[src/rtl/ivo_pkg.sv]
package ivo_pkg;
  localparam logic [5:0]  CI_OPCODE   = 6'h32;
  localparam logic [2:0]  CI_FLAGS    = 3'b001;
  localparam logic [31:0] NO_IRQ_CODE = 32'hFFFF_FFFF;

  typedef struct packed {
    logic [4:0] src_a;
    logic [4:0] src_b;
    logic [4:0] dst_c;
    logic [2:0] use_flags;
    logic [7:0] sel;
    logic [5:0] opcode;
  } ci_word_t;
endpackage

[src/rtl/ivo_decode.sv]
module ivo_decode
  import ivo_pkg::*;
#(
  parameter logic [7:0] SEL = 8'h00
) (
  input  logic        clk,
  input  logic        rst,
  input  logic [31:0] instr,
  output logic        hit,
  output logic [4:0]  dst
);
  ci_word_t w;

  always_comb begin
    w   = ci_word_t'(instr);
    hit = (w.opcode == CI_OPCODE) && (w.sel == SEL) && (w.use_flags == CI_FLAGS);
    dst = w.dst_c;
  end

  p_hit_opcode_r6: assert property (@(posedge clk) disable iff (rst)
    hit |-> (instr[5:0] == 6'h32 && instr[16:14] == 3'b001));
endmodule

[src/rtl/ivo_prio.sv]
module ivo_prio #(
  parameter int NLINES = 32,
  localparam int IDXW = (NLINES > 1) ? $clog2(NLINES) : 1
) (
  input  logic              clk,
  input  logic              rst,
  input  logic [NLINES-1:0] pending,
  output logic              found,
  output logic [IDXW-1:0]   idx
);
  always_comb begin
    found = 1'b0;
    idx   = '0;
    for (int i = NLINES - 1; i >= 0; i--) begin
      if (pending[i]) begin
        found = 1'b1;
        idx   = IDXW'(i);
      end
    end
  end

  logic [NLINES-1:0] below;
  always_comb begin
    for (int i = 0; i < NLINES; i++) below[i] = (i < int'(idx));
  end

  p_winner_set_r2: assert property (@(posedge clk) disable iff (rst)
    found |-> pending[idx]);
  p_nothing_lower_r2: assert property (@(posedge clk) disable iff (rst)
    found |-> ((pending & below) == '0));
  p_none_means_empty_r4: assert property (@(posedge clk) disable iff (rst)
    !found |-> (pending == '0));
endmodule

[src/rtl/ivo_format.sv]
module ivo_format
  import ivo_pkg::*;
#(
  parameter int NLINES = 32,
  localparam int IDXW = (NLINES > 1) ? $clog2(NLINES) : 1
) (
  input  logic            clk,
  input  logic            rst,
  input  logic            found,
  input  logic [IDXW-1:0] idx,
  input  logic            ie,
  output logic [31:0]     value
);
  logic [31:0] offset;

  always_comb begin
    offset = '0;
    offset[IDXW+2:3] = idx;
    value = (found && ie) ? offset : NO_IRQ_CODE;
  end

  p_offset_aligned_r3: assert property (@(posedge clk) disable iff (rst)
    (found && ie) |-> (value[2:0] == 3'b000 && value <= 32'd248));
  p_masked_by_ie_r5: assert property (@(posedge clk) disable iff (rst)
    !ie |-> (value == 32'hFFFF_FFFF));
endmodule

[src/rtl/ivo_vector_encoder.sv]
module ivo_vector_encoder #(
  parameter int         NLINES = 32,
  parameter logic [7:0] SEL    = 8'h00,
  localparam int IDXW = (NLINES > 1) ? $clog2(NLINES) : 1
) (
  input  logic              clk,
  input  logic              rst,
  input  logic              start,
  input  logic [31:0]       instr,
  input  logic [NLINES-1:0] irq_req,
  input  logic [NLINES-1:0] irq_mask,
  input  logic              saved_ie,
  output logic              done,
  output logic [31:0]       result,
  output logic [4:0]        wr_index
);
  logic              hit;
  logic [4:0]        dst;
  logic [NLINES-1:0] pending;
  logic              found;
  logic [IDXW-1:0]   idx;
  logic [31:0]       value;

  assign pending = irq_req & irq_mask;

  ivo_decode #(.SEL(SEL)) u_dec (
    .clk(clk), .rst(rst), .instr(instr), .hit(hit), .dst(dst)
  );

  ivo_prio #(.NLINES(NLINES)) u_prio (
    .clk(clk), .rst(rst), .pending(pending), .found(found), .idx(idx)
  );

  ivo_format #(.NLINES(NLINES)) u_fmt (
    .clk(clk), .rst(rst), .found(found), .idx(idx), .ie(saved_ie), .value(value)
  );

  always_comb begin
    done     = start && hit && !rst;
    result   = done ? value : '0;
    wr_index = done ? dst : '0;
  end

  p_done_needs_start_r9: assert property (@(posedge clk) disable iff (rst)
    done |-> start);
  p_no_irq_negative_r4: assert property (@(posedge clk) disable iff (rst)
    (done && ((irq_req & irq_mask) == '0)) |-> (result == 32'hFFFF_FFFF));
  p_unmasked_line_r1: assert property (@(posedge clk) disable iff (rst)
    (done && !result[31]) |-> (irq_mask[result[IDXW+2:3]] && irq_req[result[IDXW+2:3]]));
  p_dest_field_r8: assert property (@(posedge clk) disable iff (rst)
    done |-> (wr_index == instr[21:17]));
endmodule

[config.mk]
export PLATFORM = sky130hd
export DESIGN_NAME = ivo_vector_encoder
export DESIGN_NICKNAME = d
export VERILOG_FILES = /design/src/rtl/ivo_pkg.sv /design/src/rtl/ivo_decode.sv /design/src/rtl/ivo_prio.sv /design/src/rtl/ivo_format.sv /design/src/rtl/ivo_vector_encoder.sv
export SDC_FILE = /design/constraint.sdc
export NUM_CORES = 1
export LEC_CHECK = 0
export ABC_AREA = 0
export BUFFER_PORTS_ARGS = -buffer_cell sky130_fd_sc_hd__clkbuf_2
export CAP_MARGIN = 20
export CORE_ASPECT_RATIO = 0.8
export CORE_MARGIN = 2
export CORE_UTILIZATION = 27
export DETAILED_ROUTE_END_ITERATION = 10
export PLACE_DENSITY = 0.81
export REMOVE_ABC_BUFFERS = 1
export SYNTH_ARGS = -nofsm -noshare
export SYNTH_HDL_FRONTEND = slang
export SYNTH_SLANG_ARGS = --single-unit
[constraint.sdc]
create_clock -name vclk -period 1.7
set_input_delay 0.085 -clock vclk [all_inputs]
set_output_delay 0.085 -clock vclk [all_outputs]
set_load 0.1 [all_outputs]
==> flow_summary.ini, run 1 <==
[outcome]
outcome = finished with violations
violations = negative setup slack

[cts]
cts_hold_buf = 0

[detailed_routing]
ant_nets = 0
drc = 0
vias = 1748
wl_per_cell_um = 22.7
dr.pass1.iters = 4
finalWirelength_um = 6950
viasPerCell = 5.71
first_iter_violations = 83

[placement]
dp.final_hpwl_um = 3810
numPortBuffers = 127
placed_area_um2 = 2160
routabilityCongestion = 0.756

[final_layout]
design_area_um2 = 2490
drive_gt1_frac = 0.711
diodes = 0
fill_cells = 169
area_growth_pct = 199
fin_util = 0.825
n_clock_buffer = 0
seq_cells = 0
nets = 368
register_area_um2 = 0
final_common_cell = clkbuf_2
layout_common_cells = clkbuf_2 (85), buf_12 (31), buf_4 (29)

[floorplanning]
dieHeight_um = 53.7
initial_core_util = 0.277
placementRows = 18
core-area_um2 = 3020
dieArea_um2 = 3550
io_pins = 138
die_x_um = 66.2

[grt]
grt_max_degree = 12
grt_first_pass_wirelength_um = 7980
grtUsageTotal = 0.294
grt_overflow = 0
antenna_found_initial = 0
first_global_vias = 1661

[yosys]
synthesis.area_um2 = 835
synthTopCellsByArea = buf_4 (23%), nand2_1 (13%), a22oi_1 (9.9%)
ys.warnings.count = 0
synth-seq-area-share = 0
synth_cell_types = 30
muxShareOfSynthArea = 0
synth_compound_area_frac = 0.402
syn_inst = 125
synthAdderAreaFrac = 0
synth_top_area_cell = buf_4
synthXorXnorAreaFrac = 0
synth_top_family_by_area = compound AO/OA/AOI/OAI gates
synth_simple_gate_area_share = 0.355
netlist.area_leader.share = 0.234
syn-mean-instance-area_um2 = 6.68

[min_path]
min_path_type = input port to output port
hold_end = result[6]
hp-start = saved_ie
hold_path_depth = 3

[timing]
setup_viol = 38
finalHoldViolations = 0
slew_headroom = 0.666
drv_slew = 0
worst_slew_pin_slew_ns = 0.501
setup_ws_ns = -0.467
rsz0062_at_grt = true
fin_crit_ns = 2.17
max_freq_mhz = 461
fin_crit_sh = 1.27

[worst_setup_path]
end_kind = output port
cp-start-kind = input port
required_ns = 1.62
startpoint = irq_req[4]
worst_path_max_delay_cell = o41ai_2
path_buf_inv = 4
path_cells = clkbuf_2, a22o_1, nor4_4, nand2_1, o41ai_2, nand2_1, inv_4, buf_16, buf_16
crit_type = input port to output port
path_delay_family = buffers and inverters
cp_max_fo = 8
crit_arrival_ns = 2.08
cpPeakStageDelay_ns = 0.35

[pwr]
p_per_area_nw_per_um2 = 156
internal-power_uw = 198
p_seq_frac = 0
p_sw_frac = 0.490
ir_worst_vdd_uv = 123
power_uw = 389
clkPwrFrac = 0
p_leak_nw = 1.20
comb_power_share = 1.000
p_sw_uw = 190

[job]
maxCapViolCount = 0
[metal layers]
metal / GRT usage / up-vias / routed length, um
met5: 0 / - / 0
met4: 0.119 / 0 / 335
met3: 0.0523 / 36 / 819
met2: 0.573 / 162 / 3350
met1: 0.316 / 797 / 2440
li1: - / 753 / -
[worst min-delay path: stages]
cell	delay (ns)
clkbuf_2	0.14
a21boi_4	0.08
buf_12	0.16
[power groups by stage]
stage / clock network (mW) / registers, mW / logic (mW)
after floorplan: 0 / 0 / 0.100
after global placement: 0 / 0 / 0.286
after detailed placement: 0 / 0 / 0.298
after CTS: 0 / 0 / 0.319
after global routing: 0 / 0 / 0.411
final: 0 / 0 / 0.389
[worst max path at each step]
stage | to | depth (start not counted)
finish | result[14] | 9
global route | result[14] | 9
CTS | result[5] | 10
detailed placement | result[1] | 9
global placement | result[20] | 9
floorplan | result[0] | 5
[through the flow]
stage / worst slack, ns / setup TNS, ns / hold WS (ns) / cells
after floorplan: -15.85 / -445.26 / 0.378 / 99
after global placement: -0.228 / -6.11 / 0.564 / 298
after detailed placement: -0.290 / -8.22 / 0.564 / 298
after CTS: -0.185 / -4.82 / 0.540 / 304
after global routing: -0.553 / -17.74 / 0.561 / 306
final: -0.467 / -15.18 / 0.558 / 306
[synthesized netlist by cell type (all sizes together), types with 3 or more instances]
master  instances
and2            6
a22o            5
a32oi           5
nand2          28
a21oi           5
o21ai           5
buf            26
nor4            4
nor2            3
nand4           3
a22oi          11
[kinds of logic after synthesis]
kind of cell	after synthesis
AOI/OAI and AO/OA	44
buffers and inverters	28
and+or+nand+nor	53
[area by class of cell]
type	instances	area (um2)	area share
timing repair buffer	167	1690	0.677
multi-input combinational	97	746	0.299
tap	40	50.0	0.0201
inverter	2	10.0	0.00402
[repair_timing]
item / in CTS / in global routing
buffers inserted: 7 / 3
gates cloned: 1 / 1
resized for setup: 26 / 27
pin swaps: 8 / 12
setup endpoints to repair: 37 / 38
Power figures use the tool's default switching activity.
==> inputs of run 2 (changes only) <==
--- a/config.mk
+++ b/config.mk
@@ -8,11 +8,13 @@
 export ABC_AREA = 0
 export BUFFER_PORTS_ARGS = -buffer_cell sky130_fd_sc_hd__clkbuf_2
 export CAP_MARGIN = 20
+export CELL_PAD_IN_SITES_DETAIL_PLACEMENT = 1
+export CELL_PAD_IN_SITES_GLOBAL_PLACEMENT = 2
 export CORE_ASPECT_RATIO = 0.8
 export CORE_MARGIN = 2
-export CORE_UTILIZATION = 27
+export CORE_UTILIZATION = 10
 export DETAILED_ROUTE_END_ITERATION = 10
-export PLACE_DENSITY = 0.81
+export PLACE_DENSITY = 0.78
 export REMOVE_ABC_BUFFERS = 1
 export SYNTH_ARGS = -nofsm -noshare
 export SYNTH_HDL_FRONTEND = slang
==> flow_summary.ini, run 2 (same netlist as run 1, synthesis figures left out) <==
[detailed_routing]
dr.pass1.iters = 4
first_iter_violations = 21
wl_per_cell_um = 13.7
vias = 1536
ant_nets = 0
finalWirelength_um = 5210
viasPerCell = 4.03
drc = 0

[outcome]
outcome = finished with violations
violations = negative setup slack

[grt]
grtUsageTotal = 0.108
grt_first_pass_wirelength_um = 8160
antenna_found_initial = 0
grt_max_degree = 11
first_global_vias = 1713
grt_overflow = 0

[final_layout]
nets = 375
fill_cells = 939
drive_gt1_frac = 0.714
register_area_um2 = 0
seq_cells = 0
final_common_cell = clkbuf_2
layout_common_cells = clkbuf_2 (87), buf_4 (38), buf_12 (33)
diodes = 0
n_clock_buffer = 0
area_growth_pct = 211

[floorplanning]
die_x_um = 106
core-area_um2 = 8020
initial_core_util = 0.104
placementRows = 29
dieHeight_um = 85.7
dieArea_um2 = 9100
io_pins = 138

[worst_setup_path]
cp-start-kind = input port
end_kind = output port
cp_max_fo = 5
crit_arrival_ns = 1.84
crit_type = input port to output port
required_ns = 1.62
startpoint = irq_mask[6]

[timing]
rsz0062_at_grt = true
drv_slew = 0
finalSetupTns_ns = -5.84
fin_crit_sh = 1.13
fin_crit_ns = 1.92
setup_ws_ns = -0.223
timing.hold.ws_ns = 0.541
max_freq_mhz = 520
finalHoldViolations = 0
worst_slew_pin_slew_ns = 0.528
setup_viol = 30
slew_headroom = 0.645

[job]
maxCapViolCount = 0

[cts]
cts_hold_buf = 0

[pwr]
p_leak_nw = 1.22
ir_worst_vdd_uv = 71.1
p_per_area_nw_per_um2 = 134

[min_path]
hp-start = instr[21]
min_path_type = input port to output port

[placement]
dp.final_hpwl_um = 4600
routabilityCongestion = 0.723
numPortBuffers = 127
-- run 2: changes by cell type in the layout (fill, tap and decap cells not counted), sizes merged --
cell	change
clkbuf	+4
clkinv	+1
buf	+3
inv	-1
-- run 2: cell type report --
cell class,instances,area [um2],share of cell area
Timing Repair Buffer,174,1720,0.663
Tap cell,108,135,0.0521
Inverter,2,12.5,0.00482
Multi-Input combinational cell,97,727,0.280
-- run 2: report_power, final --
| part | leakage [nW] | switching (mW) | total (mW) | internal [mW] |
|---|---|---|---|---|
| registers | 0 | 0 | 0 | 0 |
| clock network | 0 | 0 | 0 | 0 |
| logic | 1.22 | 0.152 | 0.348 | 0.196 |
| total | 1.22 | 0.152 | 0.348 | 0.196 |
-- run 2: what timing repair did --
item | CTS | global route
gates cloned | 1 | 2
resized for setup | 23 | 20
buffers inserted | 3 | 1
endpoints found under the setup margin | 37 | 37
pin swaps | 7 | 7
-- run 2: path summary, 6_finish.rpt --
path | slack, ns | depth (start not counted) | endpoint
worst max-delay path | -0.22 | 9 | result[20]
worst min-delay path | 0.54 | 3 | wr_index[4]
-- run 2: critical path, stage by stage --
cell       delay (ns)
buf_6            0.09
a22o_1           0.25
nor4_2           0.31
nand2_1          0.12
o41ai_2          0.34
nand2_2          0.13
clkinv_4         0.13
clkbuf_16        0.19
buf_12           0.18
-- run 2: through the flow --
step | cells | cell area, um2 | worst slack, ns | power [mW] | util
floorplan | 99 | 639 | -15.85 | 0.100 | -
global placement | 377 | 2320 | -0.251 | 0.322 | 0.289
detailed placement | 377 | 2320 | -0.304 | 0.329 | 0.289
CTS | 378 | 2460 | -0.197 | 0.342 | 0.306
global route | 381 | 2590 | -0.324 | 0.389 | 0.323
finish | 381 | 2590 | -0.223 | 0.348 | 0.323
-- run 2: per-layer routing --
metal	global-route usage	wire, um	vias to the layer above
met5	0	0	-
met4	0.00718	19	0
met3	0.0228	472	2
met2	0.203	2560	90
met1	0.131	2160	682
li1	-	-	762
==> inputs of run 3 (changes only) <==
--- a/config.mk
+++ b/config.mk
@@ -5,17 +5,18 @@
 export SDC_FILE = /design/constraint.sdc
 export NUM_CORES = 1
 export LEC_CHECK = 0
-export ABC_AREA = 0
+export ABC_AREA = 1
 export BUFFER_PORTS_ARGS = -buffer_cell sky130_fd_sc_hd__clkbuf_2
 export CAP_MARGIN = 20
 export CELL_PAD_IN_SITES_DETAIL_PLACEMENT = 1
 export CELL_PAD_IN_SITES_GLOBAL_PLACEMENT = 2
 export CORE_ASPECT_RATIO = 0.8
 export CORE_MARGIN = 2
-export CORE_UTILIZATION = 10
+export CORE_UTILIZATION = 14
 export DETAILED_ROUTE_END_ITERATION = 10
-export PLACE_DENSITY = 0.78
+export PLACE_DENSITY = 0.77
 export REMOVE_ABC_BUFFERS = 1
 export SYNTH_ARGS = -nofsm -noshare
 export SYNTH_HDL_FRONTEND = slang
+export SYNTH_HIERARCHICAL = 1
 export SYNTH_SLANG_ARGS = --single-unit
==> flow_summary.ini, run 3 <==
[floorplanning]
io_pins = 138
dieHeight_um = 98.0
placementRows = 34
die_x_um = 122
core-area_um2 = 10800
initial_core_util = 0.143
dieArea_um2 = 11900

[worst_setup_path]
path_common_cell = nand2_1
end_kind = output port
cp-start-kind = input port
required_ns = 1.62
crit_arrival_ns = 2.30
crit_type = input port to output port
worst_path_max_delay_cell = buf_12
cp_max_fo = 2
cpPeakStageDelay_ns = 0.19

[final_layout]
fill_cells = 1427
seq_cells = 0
area_growth_pct = 85.9
drive_gt1_frac = 0.434
diodes = 0
nets = 533
n_clock_buffer = 0
register_area_um2 = 0
layout_common_cells = inv_1 (113), clkbuf_2 (89), nand2_1 (78)
final_common_cell = inv_1

[yosys]
synth_most_common_cell = inv_1
netlist.area_leader.share = 0.284
ys.warnings.count = 6
synthesis.area_um2 = 1550
synthTopCellsByArea = inv_1 (28%), nand2_1 (19%), buf_4 (15%)
syn-mean-instance-area_um2 = 4.88
synth_top_area_cell = inv_1
synth_cell_types = 22
syn_inst = 317
synth_common_cells = inv_1 (117), nand2_1 (80), nor2_1 (38)
synth-seq-area-share = 0

[placement]
dp.final_hpwl_um = 4510
numPortBuffers = 127
routabilityCongestion = 0.630

[timing]
drv_slew = 0
max_freq_mhz = 419
fin_crit_sh = 1.40
fin_crit_ns = 2.39
finalSetupTns_ns = -11.42
finalHoldViolations = 0
worst_slew_pin_slew_ns = 0.298
setup_ws_ns = -0.687
setup_viol = 32
rsz0062_at_grt = true
slew_headroom = 0.800

[min_path]
min_path_type = input port to output port

[grt]
grt_overflow = 0
grt_max_degree = 39
antenna_found_initial = 0
grt_first_pass_wirelength_um = 8300
grtUsageTotal = 0.0800
first_global_vias = 2101

[pwr]
ir_worst_vdd_uv = 36.9
power_uw = 380
p_leak_nw = 1.80
p_per_area_nw_per_um2 = 132

[detailed_routing]
drc = 0
vias = 1959
ant_nets = 0
dr.pass1.iters = 2
wl_per_cell_um = 8.49
first_iter_violations = 31
viasPerCell = 3.41
finalWirelength_um = 4880

[outcome]
outcome = finished with violations
violations = negative setup slack

[job]
maxCapViolCount = 0
==> run 3: changes by cell type after synthesis, moves of 6 or more <==
cell	previous run	this run
a22oi_1	11	0
nor2_4	0	19
nand2_1	28	80
inv_1	2	117
nand3_1	1	8
and2_1	6	0
nor2_1	3	38
==> run 3: per-layer routing <==
metal	share of wire	vias up	global-route usage
li1	-	1058	-
met1	0.42	831	0.0894
met2	0.51	70	0.166
met3	0.075	0	0.0129
met4	0	0	0
met5	0	-	0
==> run 3: timing repair <==
item,in CTS,in global routing
cloned,0,0
setup buffers,1,0
pin swaps,8,2
setup endpoints to repair,32,32
gates resized for setup,10,4
hold buffers,0,0
==> run 3: layout make-up <==
type / count / area (um2) / area share
Timing Repair Buffer: 149 / 1400 / 0.485
Multi-Input combinational cell: 162 / 850 / 0.295
Inverter: 120 / 450 / 0.157
Tap cell: 144 / 180 / 0.0626
==> run 3: through the flow <==
| step | hold WS (ns) | utilization | area (um2) | setup WS [ns] | cells |
|---|---|---|---|---|---|
| after floorplan | 0.369 | - | 1260 | -1.33 | 282 |
| after global placement | 0.508 | 0.262 | 2830 | -0.815 | 574 |
| after detailed placement | 0.517 | 0.262 | 2830 | -0.845 | 574 |
| after CTS | 0.519 | 0.265 | 2860 | -0.748 | 575 |
| after global routing | 0.541 | 0.266 | 2880 | -1.07 | 575 |
| final | 0.516 | 0.266 | 2880 | -0.687 | 575 |
==> run 3: path summary, 6_finish.rpt <==
| check | from | endpoint | depth (start not counted) |
|---|---|---|---|
| worst max-delay path | irq_req[30] | result[3] | 39 |
| worst min-delay path | instr[21] | wr_index[4] | 4 |
==> run 3: critical path, delay by kind of cell <==
| family | cells | cell delay [ns] |
|---|---|---|
| AO/OA/AOI/OAI | 1 | 0.11 |
| AND/OR/NAND/NOR | 32 | 1.65 |
| buffers and inverters | 6 | 0.45 |
==> run 3: report_power, final <==
group | total, mW | switching (mW) | internal (mW)
combinational | 0.380 | 0.193 | 0.187
sequential | 0 | 0 | 0
clock | 0 | 0 | 0
==> run 3: logic make-up after synthesis <==
logic type             after synthesis  share of synthesized area
buffers and inverters              155                      0.478
AO/OA/AOI/OAI                       10                     0.0428
AND/OR/NAND/NOR                    152                      0.479
